### config.mk
export PLATFORM = sky130hd
export DESIGN_NAME = kbd_row_port
export DESIGN_NICKNAME = d
export VERILOG_FILES = /design/src/rtl/kbd_pkg.sv /design/src/rtl/kbd_port_decode.sv /design/src/rtl/kbd_row_latch.sv /design/src/rtl/kbd_key_store.sv /design/src/rtl/kbd_row_mux.sv /design/src/rtl/kbd_row_port.sv
export SDC_FILE = /design/constraint.sdc
export NUM_CORES = 1
export LEC_CHECK = 0
export BUFFER_PORTS_ARGS = -buffer_cell sky130_fd_sc_hd__buf_2
export CAP_MARGIN = 20
export CORE_ASPECT_RATIO = 0.7
export CORE_MARGIN = 4
export CORE_UTILIZATION = 53
export DETAILED_ROUTE_END_ITERATION = 12
export PLACE_DENSITY = 0.76
export SKIP_CTS_REPAIR_TIMING = 1
export SLEW_MARGIN = 20
export SYNTH_ARGS = -nofsm -noshare
export SYNTH_HDL_FRONTEND = slang
export SYNTH_SLANG_ARGS = --single-unit
### constraint.sdc
create_clock -name clk -period 1.9 [get_ports clk]
set_input_delay 0.38 -clock clk [delete_from_list [all_inputs] [get_ports clk]]
set_output_delay 0.38 -clock clk [all_outputs]
set_load 0.02 [all_outputs]
### src/rtl/kbd_pkg.sv
package kbd_pkg;
   localparam int unsigned KBD_ROW_FIELD_W = 8;
   localparam int unsigned KBD_MAX_SEL_W   = 4;

   function automatic logic [KBD_ROW_FIELD_W-1:0] kbd_row_of(input int unsigned r);
      return KBD_ROW_FIELD_W'(r);
   endfunction
endpackage

### src/rtl/kbd_port_decode.sv
module kbd_port_decode #(
   parameter int unsigned ADDR_W    = 8,
   parameter logic [7:0]  PORT_ADDR = 8'hB5
) (
   input  logic [ADDR_W-1:0] addr,
   input  logic              wr,
   input  logic              rd,
   output logic              wr_hit,
   output logic              rd_hit
);
   logic match;

   initial begin
      if (ADDR_W != 8) $error("kbd_port_decode: ADDR_W must be 8");
   end

   assign match  = (addr == PORT_ADDR);
   assign wr_hit = wr & match;
   assign rd_hit = rd & match;
endmodule

### src/rtl/kbd_row_latch.sv
module kbd_row_latch #(
   parameter int unsigned DATA_W = 8,
   parameter int unsigned SEL_W  = 4
) (
   input  logic              clk,
   input  logic              rst_n,
   input  logic              load,
   input  logic [DATA_W-1:0] wdata,
   output logic [SEL_W-1:0]  sel_q
);
   initial begin
      if (SEL_W > DATA_W) $error("kbd_row_latch: SEL_W wider than DATA_W");
   end

   always_ff @(posedge clk) begin
      if (!rst_n)    sel_q <= '0;
      else if (load) sel_q <= wdata[SEL_W-1:0];
   end
endmodule

### src/rtl/kbd_key_store.sv
module kbd_key_store
   import kbd_pkg::*;
#(
   parameter int unsigned ROWS = 10,
   parameter int unsigned COLS = 8
) (
   input  logic                             clk,
   input  logic                             rst_n,
   input  logic                             ev_valid,
   input  logic                             ev_down,
   input  logic [KBD_ROW_FIELD_W-1:0]       ev_row,
   input  logic [COLS-1:0]                  ev_mask,
   input  logic                             clear_all,
   output logic [ROWS*COLS-1:0]             rows_flat
);
   initial begin
      if (ROWS < 1)  $error("kbd_key_store: ROWS must be at least 1");
      if (COLS < 1)  $error("kbd_key_store: COLS must be at least 1");
   end

   for (genvar r = 0; r < ROWS; r++) begin : g_row
      logic [COLS-1:0] row_q;
      logic            hit;

      assign hit = ev_valid && (ev_row == kbd_row_of(r));

      always_ff @(posedge clk) begin
         if (!rst_n)         row_q <= '1;
         else if (clear_all) row_q <= '1;
         else if (hit) begin
            if (ev_down) row_q <= row_q & ~ev_mask;
            else         row_q <= row_q |  ev_mask;
         end
      end

      assign rows_flat[r*COLS +: COLS] = row_q;
   end
endmodule

### src/rtl/kbd_row_mux.sv
module kbd_row_mux #(
   parameter int unsigned ROWS  = 10,
   parameter int unsigned COLS  = 8,
   parameter int unsigned SEL_W = 4
) (
   input  logic [ROWS*COLS-1:0] rows_flat,
   input  logic [SEL_W-1:0]     sel,
   input  logic                 enable,
   output logic [COLS-1:0]      dout
);
   localparam int unsigned SEL_SPAN = 1 << SEL_W;

   logic [COLS-1:0] picked;

   initial begin
      if (ROWS > SEL_SPAN) $error("kbd_row_mux: ROWS exceeds the selector range");
   end

   if (ROWS == SEL_SPAN) begin : g_full
      always_comb begin
         picked = rows_flat[sel*COLS +: COLS];
      end
   end else begin : g_partial
      always_comb begin
         picked = '1;
         for (int r = 0; r < ROWS; r++) begin
            if (sel == SEL_W'(r)) picked = rows_flat[r*COLS +: COLS];
         end
      end
   end

   assign dout = enable ? picked : '1;
endmodule

### src/rtl/kbd_row_port.sv
module kbd_row_port
   import kbd_pkg::*;
#(
   parameter int unsigned ROWS      = 10,
   parameter int unsigned COLS      = 8,
   parameter int unsigned SEL_W     = 4,
   parameter logic [7:0]  PORT_ADDR = 8'hB5,
   localparam int unsigned CODE_W   = KBD_ROW_FIELD_W + COLS
) (
   input  logic              clk,
   input  logic              rst_n,
   input  logic [7:0]        io_addr,
   input  logic              io_wr,
   input  logic              io_rd,
   input  logic [7:0]        io_wdata,
   output logic [COLS-1:0]   io_rdata,
   input  logic              key_valid,
   input  logic              key_down,
   input  logic [CODE_W-1:0] key_code,
   input  logic              release_all
);
   logic                 wr_hit;
   logic                 rd_hit;
   logic [SEL_W-1:0]     sel_q;
   logic [ROWS*COLS-1:0] rows_flat;

   initial begin
      if (SEL_W > KBD_MAX_SEL_W) $error("kbd_row_port: SEL_W above 4");
      if (ROWS > (1 << SEL_W))   $error("kbd_row_port: ROWS above selector range");
      if (COLS != 8)             $error("kbd_row_port: COLS must match the data byte");
   end

   kbd_port_decode #(.ADDR_W(8), .PORT_ADDR(PORT_ADDR)) u_dec (
      .addr   (io_addr),
      .wr     (io_wr),
      .rd     (io_rd),
      .wr_hit (wr_hit),
      .rd_hit (rd_hit)
   );

   kbd_row_latch #(.DATA_W(8), .SEL_W(SEL_W)) u_sel (
      .clk   (clk),
      .rst_n (rst_n),
      .load  (wr_hit),
      .wdata (io_wdata),
      .sel_q (sel_q)
   );

   kbd_key_store #(.ROWS(ROWS), .COLS(COLS)) u_store (
      .clk       (clk),
      .rst_n     (rst_n),
      .ev_valid  (key_valid),
      .ev_down   (key_down),
      .ev_row    (key_code[CODE_W-1 -: KBD_ROW_FIELD_W]),
      .ev_mask   (key_code[COLS-1:0]),
      .clear_all (release_all),
      .rows_flat (rows_flat)
   );

   kbd_row_mux #(.ROWS(ROWS), .COLS(COLS), .SEL_W(SEL_W)) u_mux (
      .rows_flat (rows_flat),
      .sel       (sel_q),
      .enable    (rd_hit),
      .dout      (io_rdata)
   );
endmodule

# Word-level counts from Yosys, hierarchy flattened
# Index checks and enable logic that the tools add are counted.
dict set report op_classes {
  n_eq_ne 19
  n_mux 21
  bitwise_logic 24
  reduce_logical 13
}
# cell count
set ops {}
lappend ops {{$mux 8} 21}
lappend ops {{$and 8x8->8} 10}
lappend ops {{$or 8x8->8} 10}
lappend ops {{$eq 8x3->1 const B} 4}
lappend ops {{$eq 4x3->1 const B} 4}
lappend ops {{$eq 8x2->1 const B} 2}
lappend ops {{$eq 8x4->1 const B} 2}
lappend ops {{$logic_and 1x1->1} 10}
lappend ops {{$eq 4x2->1 const B} 2}
lappend ops {{$eq 4x4->1 const B} 2}
lappend ops {{$eq 8x1->1 const B} 1}
lappend ops {{$eq 8x8->1 const B} 1}
lappend ops {{$logic_not 8->1} 1}
lappend ops {{$not 8->8} 1}
lappend ops {{$eq 4x1->1 const B} 1}
lappend ops {{$logic_not 4->1} 1}
lappend ops {{$and 1x1->1} 2}
lappend ops {{$reduce_or 2->1} 1}
lappend ops {{$not 1->1} 1}
dict set report word_totals {
  ff_bits 84
  out_inout_bits 8
}

# Longest topological paths before layout
# Gate-level depths: netlist (run 1).
dict set report depth {
  ltp_word 12
  depth_mapped 7
}

# Modules after synthesis
# A second synthesis (run 1) with hierarchy kept.
dict set report hier_totals {
  hier_cells 525
  area_unflattened_um2 4652.0
}
# mod instances cells_per_inst area_per_inst_um2 seq_area_each_um2
set by_module_without_submodules {}
lappend by_module_without_submodules {kbd_key_store 1 383 3554.7 1601.5}
lappend by_module_without_submodules {kbd_row_mux 1 123 888.4 0.0}
lappend by_module_without_submodules {kbd_row_latch 1 13 156.4 80.1}
lappend by_module_without_submodules {kbd_port_decode 1 6 52.6 0.0}

# Least setup slack after synthesis (run 1)
# No wires, ideal clock.
dict set report synth_path {
  path_kind {register to output}
  startpoint {register u_sel.sel_q[0]}
  endpoint {output port io_rdata[0]}
  arrival_time_ns 1.836
  slack_ns -0.316
  stages_incl_launch_ff 8
  path_buffers 3
  cell_sequence {dfxtp_1 -> clkbuf_1 -> clkbuf_1 -> clkbuf_1 -> nand3b_1 -> o211ai_1 -> a21oi_1 -> o21ai_0}
}
dict set report synth_via {
  elab_chain_cells 12
  elab_cells_between_ends 21
}
# element line
set synth_lines {}
lappend synth_lines {{from (decl)} kbd_row_latch.sv:9} ;# output logic [SEL_W-1:0] sel_q
lappend synth_lines {{from (signal assigned)} kbd_row_latch.sv:17} ;# else if (load) sel_q <= wdata[SEL_W-1:0];
lappend synth_lines {{$logic_not 4->1} kbd_row_mux.sv:27} ;# if (sel == SEL_W'(r)) picked = rows_flat[r*COLS +: COLS];
lappend synth_lines {{$mux 8 (9 in series)} kbd_row_mux.sv:27}
lappend synth_lines {{$mux 8 *} kbd_row_mux.sv:27}
lappend synth_lines {{$mux 8 *} kbd_row_mux.sv:32} ;# assign dout = enable ? picked : '1;
lappend synth_lines {{to (decl)} kbd_row_port.sv:16} ;# output logic [COLS-1:0] io_rdata,
# Every way passes the cells marked *; elsewhere a longest branch is shown, timed or not.

# Worst setup path after layout (run 1)
dict set report layout_path {
  startpoint {register u_sel.sel_q[2]}
  endpoint {output port io_rdata[7]}
}
# The elaborated chain is that of the path after synthesis.

==> results.yml, run 1 <==
power:
  clockPowerShare_pct: 47.5
  p_switching_uw: 808.2
  power.total_uw: 3749
  intPower_uw: 2940
  p_seq_share_pct: 46.9
  power_leakage_uw: 0.001852
  swShare_pct: 21.56
  p_per_area_nw_per_um2: 708.1
  peakVddDrop_mv: 0.5833
  comb_power_share_pct: 5.6
routing:
  viasPerCell: 6.656
  dr.pass1.iters: 5
  post_drt_wl_per_cell_um: 18.72
  vias: 3967
  drtAntennaViolNets: 0
  drcViolationCount: 0
  wirelength_um: 11160
  first_iter_violations: 402
critical_path:
  critPathRequiredTime_ps: 1520
  endpoint_kind: "primary output"
  path_max_fanout: 5
  crit_arrival_ps: 1990
  cp-start-kind: "flop"
  crit_type: "flop to primary output"
global_routing:
  grt.total_usage_pct: 24.13
  antenna_found_initial: 0
  grt_max_degree: 44
  grt.overflow.total: 0
  grt_first_pass_wirelength_um: 18640
  grt_pass1_vias: 3697
synthesis:
  synthFlopType: "dfxtp_1"
  synth_area_leaders: "dfxtp_1, a211oi_1, a31oi_1, mux2i_1, a21oi_1"
  netlist.area_leader.share_pct: 39.09
  ys_ff_latch: 84
  synth-async-reset-ratio_pct: 0
  yosysTopAreaCell: "dfxtp_1"
  postSynthCellCount: 463
  synth_edf_count: 0
  avgSynthCellArea_sq_um: 9.291
  syn_nets: 502
  synth.distinct_cells: 45
  syn-cell-area_sq_um: 4302
  seq_area_frac_synth_pct: 39.09
  synth_warnings: 0
timing:
  max_clock_freq_mhz: 422.3
  fin_ws_ps: -467.8
  finClkSkew_ps: 0
  post-route-min-period_ps: 2368
  setup_violations: 8
  setup_tns_ps: -2608
  holdWs_ps: 301.2
  rsz0062_at_grt: "yes"
  timing_hold_violations_final: 0
  slew_headroom_pct: 74.55
  slew_viol_final: 0
  worstMarginPinSlew_ps: 381.7
  period_share_pct: 124.6
clocking:
  clockRootBuffer: "clkbuf_16"
  cts_buffer_depth: 2
  cts.clk_slew.worst_paths_ps: 60
  cts_buffers: 9
  cts_tree: "done"
  h-tree-depth: 3
  cts.sinks: 84
  clkLatencyLatePin_ps: 340
cells_and_area:
  final_common_cell: "dfxtp_1"
  final_nets: 530
  area_delta_synth_final_pct: 23.07
  fill_cells: 577
  diodes: 0
  finish.utilization_pct: 67.25
  layout-drive-gt1-share_pct: 28.69
  mostFrequentLayoutCells: "dfxtp_1, a31oi_1, a211oi_1"
place:
  gp_congestion: 0.8566
  port-buffer-count: 42
  dp_hpwl_um: 7406
floorplan:
  die_area_sq_um: 9645
  ios: 47
  initial_core_util_pct: 54.65
  die_h_um: 83.38
  rows: 27
  die_w_um: 115.7
  core_sq_um: 7871
job:
  maxCapViolations: 0
status:
  status: "finished, violations left"
  violations: "setup timing"
hold_path:
  hold_class: "input port to flop"
metrics by stage:
| step | instance area (sq um) | std cells | setup slack [ps] |
|---|---|---|---|
| floorplan | 4365 | 463 | 2.678 |
| global route | 5294 | 596 | -500.9 |
| global placement | 4790 | 580 | -118.1 |
| detailed placement | 4790 | 580 | -154.6 |
| CTS | 5094 | 595 | -522.5 |
| finish | 5294 | 596 | -467.8 |
layout make-up:
class	count	area (sq um)	area share (%)
Sequential cell	84	1693	31.98
Clock inverter	1	30.03	0.5672
Tap cell	101	126.4	2.387
Timing Repair Buffer	78	726.9	13.73
Multi-Input combinational cell	318	2444	46.16
Clock buffer	14	274.0	5.176
critical path: stages (launching register included):
cell	delay (ps)
dfxtp_4	380
or3b_2	490
a31oi_4	200
o32ai_2	110
a221o_1	330
buf_6	140
Yosys cell counts (3+ instances only):
library cell   n
a211oi_1      40
a21oi_1       35
a311oi_1      16
a31oi_1       41
a41oi_1       16
and3_1        26
buf_2          9
buf_4          6
buf_6          7
clkbuf_1      37
dfxtp_1       84
mux2_2        11
mux2i_1       18
nand2_1        3
nand2b_1       5
nand3_1        6
nand3b_1       3
nor2_1        13
nor2b_1        9
o211ai_1       4
o21ai_0       28
o21ai_1        8
o221a_2        5
o221ai_1       5
final timing paths:
path / depth (start not counted) / endpoint / start / slack, ps
hold reg to reg: 2 / flop / flop / 510
setup reg to reg: 3 / u_sel.sel_q[1]$_SDFFE_PN0P_ / u_sel.sel_q[1]$_SDFFE_PN0P_ / 1070
hold / removal: 3 / u_sel.sel_q[0]$_SDFFE_PN0P_ / io_wdata[0] / 300
setup / recovery: 5 / io_rdata[7] / u_sel.sel_q[2]$_SDFFE_PN0P_ / -470
cell families after synthesis:
| group | count (synthesis) | share of synthesized area, % |
|---|---|---|
| compound gates | 201 | 31.36 |
| mux | 29 | 7.068 |
| simple gates | 88 | 15.15 |
| buf+inv | 61 | 7.330 |
| flops | 84 | 39.09 |
routing by layer:
layer | GRT usage [%] | share of wire, %
met4 | 6.639 | 1.2
met5 | 0 | 0
met3 | 5.899 | 6.4
met1 | 34.90 | 48
met2 | 35.66 | 45
power groups by stage:
stage	Clock, uW	Sequential (uW)	Combinational, uW
6_report	1780	1760	209
5_1_grt	1880	1760	226
4_1_cts	1800	1760	204
3_5_place_dp	0	1800	203
3_3_place_gp	0	1800	195
2_1_floorplan	0	1800	117
No activity file was read; power rests on OpenSTA's default activity.
==> run 2, diff against run 1 <==
CORE_UTILIZATION = 55   (was 53)
CTS_BUF_LIST = sky130_fd_sc_hd__clkbuf_8   (was not set)
PLACE_DENSITY = 0.75   (was 0.76)
clock period = 2.5 ns   (was 1.9 ns; I/O delays follow)
==> results.yml, run 2 (synthesis results as in run 1) <==
status:
  status: "finished, violations left"
  violations: "setup timing"
critical_path:
  path_max_fanout: 4
  crit_type: "flop to primary output"
  endpoint_kind: "primary output"
  cpMaxStageDelayCell: "or4b_4"
  path_cells: "or4b_4, a31oi_1, o32ai_1, a221o_1, buf_6"
  crit_arrival_ps: 2020
  critPathRequiredTime_ps: 2000
  cp-start-kind: "flop"
  max_stage_delay_ps: 510
global_routing:
  grt_pass1_vias: 3307
  grt_first_pass_wirelength_um: 17040
  grt.overflow.total: 0
  grt.total_usage_pct: 22.96
  antenna_found_initial: 0
  grt_max_degree: 55
floorplan:
  die_area_sq_um: 9322
  initial_core_util_pct: 57.74
  core_sq_um: 7450
  ios: 47
  die_h_um: 81.99
  die_w_um: 113.7
  rows: 26
timing:
  timing_hold_violations_final: 0
  slew_headroom_pct: 61.46
  max_clock_freq_mhz: 396.6
  setup_tns_ps: -21.38
  post-route-min-period_ps: 2521
  period_share_pct: 100.9
  worstMarginPinSlew_ps: 578.1
  rsz0062_at_grt: "yes"
  setup_violations: 1
  finClkSkew_ps: 0
  fin_ws_ps: -21.38
  slew_viol_final: 0
routing:
  met3WireLength_um: 800
  viasPerCell: 6.535
  vias: 3849
  first_iter_violations: 297
  post_drt_wl_per_cell_um: 18.32
  route.met2.wl_um: 4836
  top_layer_used: "met4"
  drcViolationCount: 0
  wirelength_um: 10790
  dr.pass1.iters: 7
  wl_met1_um: 4984
  drtAntennaViolNets: 0
job:
  maxCapViolations: 0
cells_and_area:
  final_common_cell: "dfxtp_1"
  fill_cells: 599
  mostFrequentLayoutCells: "dfxtp_1, a31oi_1, a211oi_1"
  final_nets: 525
  diodes: 0
  area_delta_synth_final_pct: 13.29
  layout-drive-gt1-share_pct: 25.05
power:
  power.total_uw: 2533
  p_per_area_nw_per_um2: 519.8
  power_leakage_uw: 0.001732
  peakVddDrop_mv: 0.4134
place:
  gp_congestion: 0.8156
  port-buffer-count: 42
  dp_hpwl_um: 6923
  dp_slack_ps: 176.6
clocking:
  cts_tree: "done"
  cts_buffer_depth: 2
  clkLatencyLatePin_ps: 340
  clockRootBuffer: "clkbuf_8"
  cts.clk_slew.worst_paths_ps: 80
  cts_buffers: 9
  h-tree-depth: 3
  cts.sinks: 84
hold_path:
  hold_class: "input port to flop"
[run 2: power breakdown]
group	switching [uW]	internal, uW	total (uW)	leakage [uW]
combinational	107	42.6	150	0.000934
sequential	0.293	1340	1340	0.000682
clock	466	581	1050	0.000117
[run 2: final timing paths]
path	from	to	slack, ps	depth (start not counted)
max	u_sel.sel_q[1]$_SDFFE_PN0P_	io_rdata[7]	-20	5
min	io_wdata[0]	u_sel.sel_q[0]$_SDFFE_PN0P_	430	3
max reg2reg	u_sel.sel_q[1]$_SDFFE_PN0P_	u_sel.sel_q[1]$_SDFFE_PN0P_	1460	4
min reg2reg	flop	flop	510	2
[run 2: metrics by stage]
stage | cells | area, sq um | utilization (%) | hold WS [ps]
floorplan | 463 | 4302 | - | 460.2
global placement | 568 | 4529 | 60.80 | 477.9
detailed placement | 568 | 4529 | 60.80 | 494.4
CTS | 584 | 4746 | 63.71 | 402.9
global route | 589 | 4873 | 65.42 | 448.7
finish | 589 | 4873 | 65.42 | 433.0
[run 2: routing by layer]
layer / up-vias / global-route usage (%)
li1: 1878 / -
met3: 16 / 5.523
met1: 1830 / 31.88
met5: - / 0
met4: 0 / 6.363
met2: 125 / 35.78
[run 2: area by class of cell]
class	count	area [sq um]	share of cell area, %
timing repair buffer	73	518.0	10.63
tap	98	122.6	2.516
multi-input combinational	318	2328	47.78
clock inverter	6	78.83	1.617
sequential	84	1688	34.63
clock buffer	10	137.6	2.824
[run 2: worst max-delay path, delay by kind of cell, from the launching register on]
| kind | cells | cell delay, ps |
|---|---|---|
| DFF | 1 | 380 |
| buffers and inverters | 1 | 140 |
| and+or+nand+nor | 1 | 510 |
| AOI/OAI and AO/OA | 3 | 650 |
==> run 3, diff against run 2 <==
CORE_ASPECT_RATIO = 0.8   (was 0.7)
CORE_MARGIN = not set   (was 4)
==> results.yml, run 3 (synthesis results as in run 1) <==
critical_path:
  r2r-start: "u_sel.sel_q[1]$_SDFFE_PN0P_"
  r2r-end: "u_sel.sel_q[1]$_SDFFE_PN0P_"
  crit_type: "flop to primary output"
  cp_top_family: "compound AO/OA/AOI/OAI gates"
  crit_arrival_ps: 2020
  path_max_fanout: 4
  critPathRequiredTime_ps: 2000
  path_cells: "or4b_4, a31oi_4, o32ai_2, a221o_1, buf_6"
  cp.buffers_inverters: 1
  rrSetupSlack_ps: 1450
  worst_r2r_path_depth: 4
  cpMaxStageDelayCell: "or4b_4"
  max_stage_delay_ps: 530
  cp-start-kind: "flop"
  endpoint_kind: "primary output"
cells_and_area:
  final_nets: 520
  diodes: 0
  fill_cells: 660
  area_delta_synth_final_pct: 12.97
  final_common_cell: "dfxtp_1"
  mostFrequentLayoutCells: "dfxtp_1, a31oi_1, a211oi_1"
  fin_cells: 591
  stdcell_area_sq_um: 4860
  seq_area_sq_um: 1688
  layout-drive-gt1-share_pct: 25.10
  multi_input_area_sq_um: 2365
timing:
  post-route-min-period_ps: 2519
  fin_ws_ps: -18.92
  finClkSkew_ps: 0
  timing_hold_violations_final: 0
  setup_violations: 1
  period_share_pct: 100.8
  max_clock_freq_mhz: 397.0
  slew_headroom_pct: 61.26
  slew_viol_final: 0
  worstMarginPinSlew_ps: 579.2
  rsz0062_at_grt: "yes"
floorplan:
  die_w_um: 100.9
  rows: 28
  initial_core_util_pct: 57.38
  ios: 47
  core_sq_um: 7497
  die_area_sq_um: 8181
  die_h_um: 81.10
status:
  violations: "setup timing"
  status: "finished, violations left"
clocking:
  clockRootBuffer: "clkbuf_8"
  h-tree-depth: 3
  cts_buffers: 9
  cts_tree: "done"
  clkLatencyLatePin_ps: 340
  cts.sinks: 84
  cts_buffer_depth: 2
  cts.clk_slew.worst_paths_ps: 80
power:
  power_leakage_uw: 0.001704
  peakVddDrop_mv: 0.3070
  p_per_area_nw_per_um2: 487.7
hold_path:
  hp-start: "io_wdata[2]"
  hold_class: "input port to flop"
  min_to: "u_sel.sel_q[2]$_SDFFE_PN0P_"
  hold_depth: 3
place:
  dp_hpwl_um: 6851
  placed_area_sq_um: 4548
  port-buffer-count: 42
  gp_congestion: 0.8257
  dp_slack_ps: 136.0
  dp_cells: 573
global_routing:
  grt_max_degree: 50
  grt.overflow.total: 0
  grt.total_usage_pct: 25.74
  grt_first_pass_wirelength_um: 16440
  antenna_found_initial: 0
  grt_pass1_vias: 3353
routing:
  wirelength_um: 10510
  vias: 3839
  first_iter_violations: 263
  drcViolationCount: 0
  post_drt_wl_per_cell_um: 17.79
  dr.pass1.iters: 5
  viasPerCell: 6.496
  drtAntennaViolNets: 0
job:
  maxCapViolations: 0
run 3: worst min-delay path, stage by stage:
cell and delay, ps:
buf_2 80, mux2i_1 50, nor2b_1 100
run 3: per-stage QoR:
stage	total power (uW)	setup TNS, ps	hold slack (ps)	utilization [%]
6_report	2370	-18.92	422.4	64.82
2_1_floorplan	1457	0	460.2	-
5_1_grt	2455	-124.1	436.6	64.82
3_3_place_gp	1512	0	474.0	60.66
4_1_cts	2385	-634.0	417.2	63.08
3_5_place_dp	1517	0	486.8	60.66
run 3: where the power goes:
group	leakage (uW)	internal [uW]	switching (uW)
Clock	0.000106	431	453
Combinational	0.000916	43.8	106
Sequential	0.000682	1340	0.247
run 3: cell type report:
class                      instances  area share, %
clock buffer                      12          3.399
timing repair buffer              68          10.17
tap                              105          2.703
sequential                        84          34.73
multi-input combinational        318          48.66
clock inverter                     4         0.3347
run 3: routing by layer:
metal	GRT usage [%]	up-vias	routed length, um
li1	-	1860	-
met1	34.79	1845	4858
met2	42.74	126	4957
met3	4.819	8	609
met4	6.232	0	85
met5	0	-	0
run 3: worst max-delay path by stage:
stage,start,to,slack [ps],cells past startpoint
after floorplan,u_sel.sel_q[0]$_SDFFE_PN0P_,io_rdata[0],160,7
final,u_sel.sel_q[2]$_SDFFE_PN0P_,io_rdata[7],-20,5
after global routing,u_sel.sel_q[2]$_SDFFE_PN0P_,io_rdata[7],-80,5
after CTS,u_sel.sel_q[1]$_SDFFE_PN0P_,io_rdata[7],-180,5
after global placement,io_addr[3],io_rdata[4],200,6
after detailed placement,key_code[13],flop,140,6
